<file path="src/rtl/outcell_pkg.sv">
package outcell_pkg;

  localparam int OE_SEL_W = 2;

  // per-cell output-enable selection codes
  typedef enum logic [OE_SEL_W-1:0] {
    OE_OFF      = 2'b00,
    OE_ON       = 2'b01,
    OE_TERM     = 2'b10,
    OE_TERM_ALT = 2'b11
  } oe_sel_e;

  // decoded per-cell configuration
  typedef struct packed {
    logic    comb;      // 1: pin follows sum term directly
    logic    pol_true;  // 1: no inversion at pin
    oe_sel_e oe_sel;
  } cell_cfg_t;

  function automatic logic oe_resolve(input oe_sel_e sel, input logic term);
    logic en;
    case (sel)
      OE_OFF:  en = 1'b0;
      OE_ON:   en = 1'b1;
      default: en = term;
    endcase
    return en;
  endfunction

endpackage

</file>
<file path="src/rtl/outcell_reg.sv">
module outcell_reg (
  input  logic clk,
  input  logic rst,
  input  logic clr,
  input  logic pre,
  input  logic test_mode,
  input  logic preload_d,
  input  logic sum_d,
  output logic q
);

  logic next_d;

  // edge priority: set, then test preload, then the sum term
  always_comb begin
    if (pre)
      next_d = 1'b1;
    else if (test_mode)
      next_d = preload_d;
    else
      next_d = sum_d;
  end

  // clear term acts without a clock; reset stands in for power-up clear
  always_ff @(posedge clk or posedge clr) begin
    if (clr)
      q <= 1'b0;
    else if (rst)
      q <= 1'b0;
    else
      q <= next_d;
  end

endmodule

</file>
<file path="src/rtl/outcell_drive.sv">
module outcell_drive
  import outcell_pkg::*;
(
  input  cell_cfg_t cfg,
  input  logic      sum_d,
  input  logic      q,
  input  logic      oe_term,
  output logic      pin_d,
  output logic      pin_en
);

  logic core;

  always_comb begin
    core   = cfg.comb ? sum_d : q;
    pin_d  = cfg.pol_true ? core : ~core;
    pin_en = oe_resolve(cfg.oe_sel, oe_term);
  end

endmodule

</file>
<file path="src/rtl/outcell_fb.sv">
module outcell_fb (
  input  logic comb,
  input  logic q,
  input  logic pin_d,
  input  logic pin_en,
  input  logic pin_in,
  output logic fb_t,
  output logic fb_c
);

  logic pin_side;

  always_comb begin
    // level seen on the pin: own driver when enabled, else outside world
    pin_side = pin_en ? pin_d : pin_in;
    fb_t     = comb ? pin_side : q;
    fb_c     = ~fb_t;
  end

endmodule

</file>
<file path="src/rtl/outcell_bank.sv">
module outcell_bank
  import outcell_pkg::*;
#(
  parameter int CELLS = 10
) (
  input  logic                  clk,
  input  logic                  rst,
  input  logic [CELLS-1:0]      mode_comb,
  input  logic [CELLS-1:0]      pol_true,
  input  logic [2*CELLS-1:0]    oe_mode,
  input  logic [CELLS-1:0]      sum_term,
  input  logic [CELLS-1:0]      oe_term,
  input  logic                  clr_term,
  input  logic                  pre_term,
  input  logic                  test_mode,
  input  logic [CELLS-1:0]      preload_data,
  input  logic [CELLS-1:0]      pin_in,
  output logic [CELLS-1:0]      pin_out,
  output logic [CELLS-1:0]      pin_oe,
  output logic [CELLS-1:0]      fb_true,
  output logic [CELLS-1:0]      fb_comp
);

  localparam int SEL_W = OE_SEL_W;

  logic [CELLS-1:0] q_vec;

  for (genvar i = 0; i < CELLS; i++) begin : g_cell
    cell_cfg_t cfg;

    always_comb begin
      cfg.comb     = mode_comb[i];
      cfg.pol_true = pol_true[i];
      cfg.oe_sel   = oe_sel_e'(oe_mode[SEL_W*i +: SEL_W]);
    end

    outcell_reg u_reg (
      .clk       (clk),
      .rst       (rst),
      .clr       (clr_term),
      .pre       (pre_term),
      .test_mode (test_mode),
      .preload_d (preload_data[i]),
      .sum_d     (sum_term[i]),
      .q         (q_vec[i])
    );

    outcell_drive u_drive (
      .cfg     (cfg),
      .sum_d   (sum_term[i]),
      .q       (q_vec[i]),
      .oe_term (oe_term[i]),
      .pin_d   (pin_out[i]),
      .pin_en  (pin_oe[i])
    );

    outcell_fb u_fb (
      .comb   (mode_comb[i]),
      .q      (q_vec[i]),
      .pin_d  (pin_out[i]),
      .pin_en (pin_oe[i]),
      .pin_in (pin_in[i]),
      .fb_t   (fb_true[i]),
      .fb_c   (fb_comp[i])
    );
  end

endmodule

</file>
<file path="config.mk">
export PLATFORM = sky130hd
export DESIGN_NAME = outcell_bank
export DESIGN_NICKNAME = d
export VERILOG_FILES = /design/src/rtl/outcell_pkg.sv /design/src/rtl/outcell_reg.sv /design/src/rtl/outcell_drive.sv /design/src/rtl/outcell_fb.sv /design/src/rtl/outcell_bank.sv
export SDC_FILE = /design/constraint.sdc
export NUM_CORES = 1
export LEC_CHECK = 0
export ABC_AREA = 1
export BUFFER_PORTS_ARGS = -buffer_cell sky130_fd_sc_hd__buf_2
export CORE_MARGIN = 10
export CORE_UTILIZATION = 35
export DETAILED_ROUTE_END_ITERATION = 7
export PLACE_DENSITY = 0.78
export RECOVER_POWER = 100
export SYNTH_ARGS = -nofsm -noshare
export SYNTH_HDL_FRONTEND = slang
export SYNTH_HIERARCHICAL = 1
export SYNTH_SLANG_ARGS = --single-unit
</file>
<file path="constraint.sdc">
create_clock -name clk -period 1.42 [get_ports clk]
set_input_delay 0.284 -clock clk [delete_from_list [all_inputs] [get_ports clk]]
set_output_delay 0.284 -clock clk [all_outputs]
set_load 0.005 [all_outputs]
</file>
==> out/qor_table.md <==
| Result | This run | Unit |
|---|---|---|
| Longest Clk Path Bufs | 2 | - |
| Peak VDD IR | 521 | uV |
| First-pass GRT wire length | 8510 | um |
| Hold Fails Final Rpt | 0 | - |
| Syn. warnings | 6 | - |
| Floorplan die area | 8000 | um2 |
| IO Count | 125 | - |
| Path category of the worst min-delay check | primary input to register | - |
| # rows | 25 | - |
| Total routing resource utilization after global routing | 12.7 | % |
| Final Cycle Share | 106 | % |
| Post-Syn Area per Cell | 4.57 | um2 |
| Ant. Diodes | 0 | - |
| Number of H-tree branching levels | 1 | - |
| Reg clk slew, reported paths | 50 | ps |
| DRC | 0 | - |
| Leakage power | 1.89 | nW |
| Critical Path RT | 1140 | ps |
| Final sum of negative setup slack | -793 | ps |
| Vias in the first global route | 2241 | - |
| Critical Setup Path Class | register to primary output | - |
| Outcome | complete, but fails checks | - |
| Drt pass-1 iters | 4 | - |
| Share of cells above drive strength 1 | 31.0 | % |
| Post-Syn Nets | 455 | - |
| Crit path from | g_cell[2].u_reg/q | - |
| Routability cong. | 0.726 | - |
| Num CTS Buffers | 3 | - |
| Startpoint class of the critical path | register | - |
| Most common cell after layout, fill and taps aside | sky130_fd_sc_hd__nand2_1 | - |
| Final wirelength | 5580 | um |
| Detailed Route Iter0 Violations | 32 | - |
| Starting density of the core | 36.0 | % |
| Maximum number of pins on one net before global-route repair | 21 | - |
| Final setup violation count | 19 | - |
| Clock tree from TritonCTS | built | - |
| Unrepaired setup endpoints after global routing | yes | - |
| Average routed wire per standard cell | 9.84 | um |
| Core ar. | 4690 | um2 |
| Highest fanout seen on the critical path | 3 | - |
| Number of inserted filler cells in the final layout | 515 | - |
| Worst-case setup slack after placement | -8.84 | ps |
| Floorplan die width | 89.5 | um |
| Max-capacitance violation count | 0 | - |
| Flip-flop count of the largest register, all copies and words added | 10 | - |
| Area of the multi-input gates | 1060 | um2 |
| Failing checks | negative setup slack | - |
| Initial antenna violation count | 0 | - |
| Register containing the most flip-flops in the final layout | g_cell.u_reg/q | - |
| Capture point of the worst path | fb_true[2] | - |
| Power per standard cell area | 528 | nW/um2 |
| Clock tree root buffer cell | sky130_fd_sc_hd__clkbuf_8 | - |
| Post-synthesis sequential element count | 10 | - |
| FMAX | 666 | MHz |
| Clk sink count | 10 | - |
| Most frequent cells in the layout | sky130_fd_sc_hd__nand2_1 (140), sky130_fd_sc_hd__buf_2 (119), sky130_fd_sc_hd__inv_1 (114), sky130_fd_sc_hd__nand3_1 (30), sky130_fd_sc_hd__nor2_1 (30) | - |
| Gate Count Post-Synth | 370 | - |
| Post-route antenna net violation count | 0 | - |
| Number of max-slew violations in the final report | 0 | - |
| Leading registers by flop count | g_cell.u_reg/q x10 | - |
| Shortest period the worst path allows | 1500 | ps |
| Overall overflow remaining after global route | 0 | - |
| Worst setup margin | -80.9 | ps |
| Port-buffer cells | 124 | - |
| Actual slew at the worst max-slew pin | 877 | ps |
| Area occupied by registers | 250 | um2 |
| Number of nets in the finished design | 599 | - |
| Part of the Yosys area used for sequential elements | 14.8 | % |
| Count of distinct cell types in the synthesized netlist | 7 | - |
| Syn-to-layout area delta | 54.0 | % |
| Total vias in the final route | 2394 | - |
| Area of the mapped netlist | 1690 | um2 |
| Die Y | 89.5 | um |
| Sort of element at the end of the critical path | primary output | - |
| Data arrival at the endpoint of the critical path | 1220 | ps |
| Detailed-route vias per instance | 4.22 | - |
| HPWL after detailed placement | 4710 | um |
| Worst slew margin | 41.6 | % |
## cell usage after synthesis (all sizes together)
master	number	area share [%]
nand2	150	33
inv	120	27
nand3	40	12
nor2	30	6.7
dfrtp	10	15
o21ai	10	3.0
or2	10	3.7
## per-layer routing
layer	track usage [%]	routed length, um	vias up
li1	-	-	1328
met5	0	0	-
met2	27.3	3080	53
met3	4.28	391	0
met4	0	0	0
met1	11.5	2110	1013
## repair_timing
| item | CTS | global route |
|---|---|---|
| buffers inserted | 8 | 2 |
| pin swaps | 31 | 25 |
| endpoints found under the setup margin | 20 | 20 |
| hold buffers | 1 | 0 |
| gates resized for setup | 6 | 26 |
| hold endpoints to repair | 10 | 0 |
## power by group
part | internal [mW] | switching (mW) | total, mW | leakage [nW]
Sequential | 0.306 | 0.0165 | 0.322 | 0.124
Combinational | 0.329 | 0.376 | 0.705 | 1.73
Clock | 0.243 | 0.102 | 0.345 | 0.0288
Total | 0.878 | 0.495 | 1.37 | 1.89
## stage by stage
stage	power, mW	util, %	hold WS (ps)	cells	area (um2)
floorplan	0.649	-	12.7	370	1690
global placement	0.962	51.3	222	552	2410
detailed placement	0.983	51.3	226	552	2410
CTS	1.37	54.2	349	565	2540
global route	1.51	55.4	377	567	2600
finish	1.37	55.4	356	567	2600
## kinds of logic after synthesis
| logic type | synth area share [%] |
|---|---|
| simple gates | 55.6 |
| buf+inv | 26.7 |
| flops | 14.8 |
| compound gates | 2.96 |
## critical path, stage by stage, from the launching register on
cell and delay [ps]:
sky130_fd_sc_hd__dfrtp_1 390, sky130_fd_sc_hd__inv_1 60, sky130_fd_sc_hd__nand2_1 60, sky130_fd_sc_hd__nand3_2 60
sky130_fd_sc_hd__nand2_2 70, sky130_fd_sc_hd__inv_1 60, sky130_fd_sc_hd__nand2_1 40, sky130_fd_sc_hd__nand3_1 70
sky130_fd_sc_hd__nand2_1 50, sky130_fd_sc_hd__buf_2 120
## final cells by class
type                            instances  area share [%]
Clock buffer                            4            2.12
Inverter                              120            17.3
Multi-Input combinational cell        240            40.9
Sequential cell                        10            9.62
Tap cell                               54            2.60
Timing Repair Buffer                  139            27.5
## worst min path at each step
stage                    start  cells after the start                end
4_1_cts        preload_data[4]                      5  g_cell[4].u_reg/q
3_3_place_gp          clr_term                      2  g_cell[9].u_reg/q
2_1_floorplan         clr_term                      1  g_cell[0].u_reg/q
5_1_grt        preload_data[8]                      5  g_cell[8].u_reg/q
3_5_place_dp          clr_term                      2  g_cell[2].u_reg/q
6_report       preload_data[4]                      5  g_cell[4].u_reg/q
Note: power is estimated with default switching activity, not from simulation.
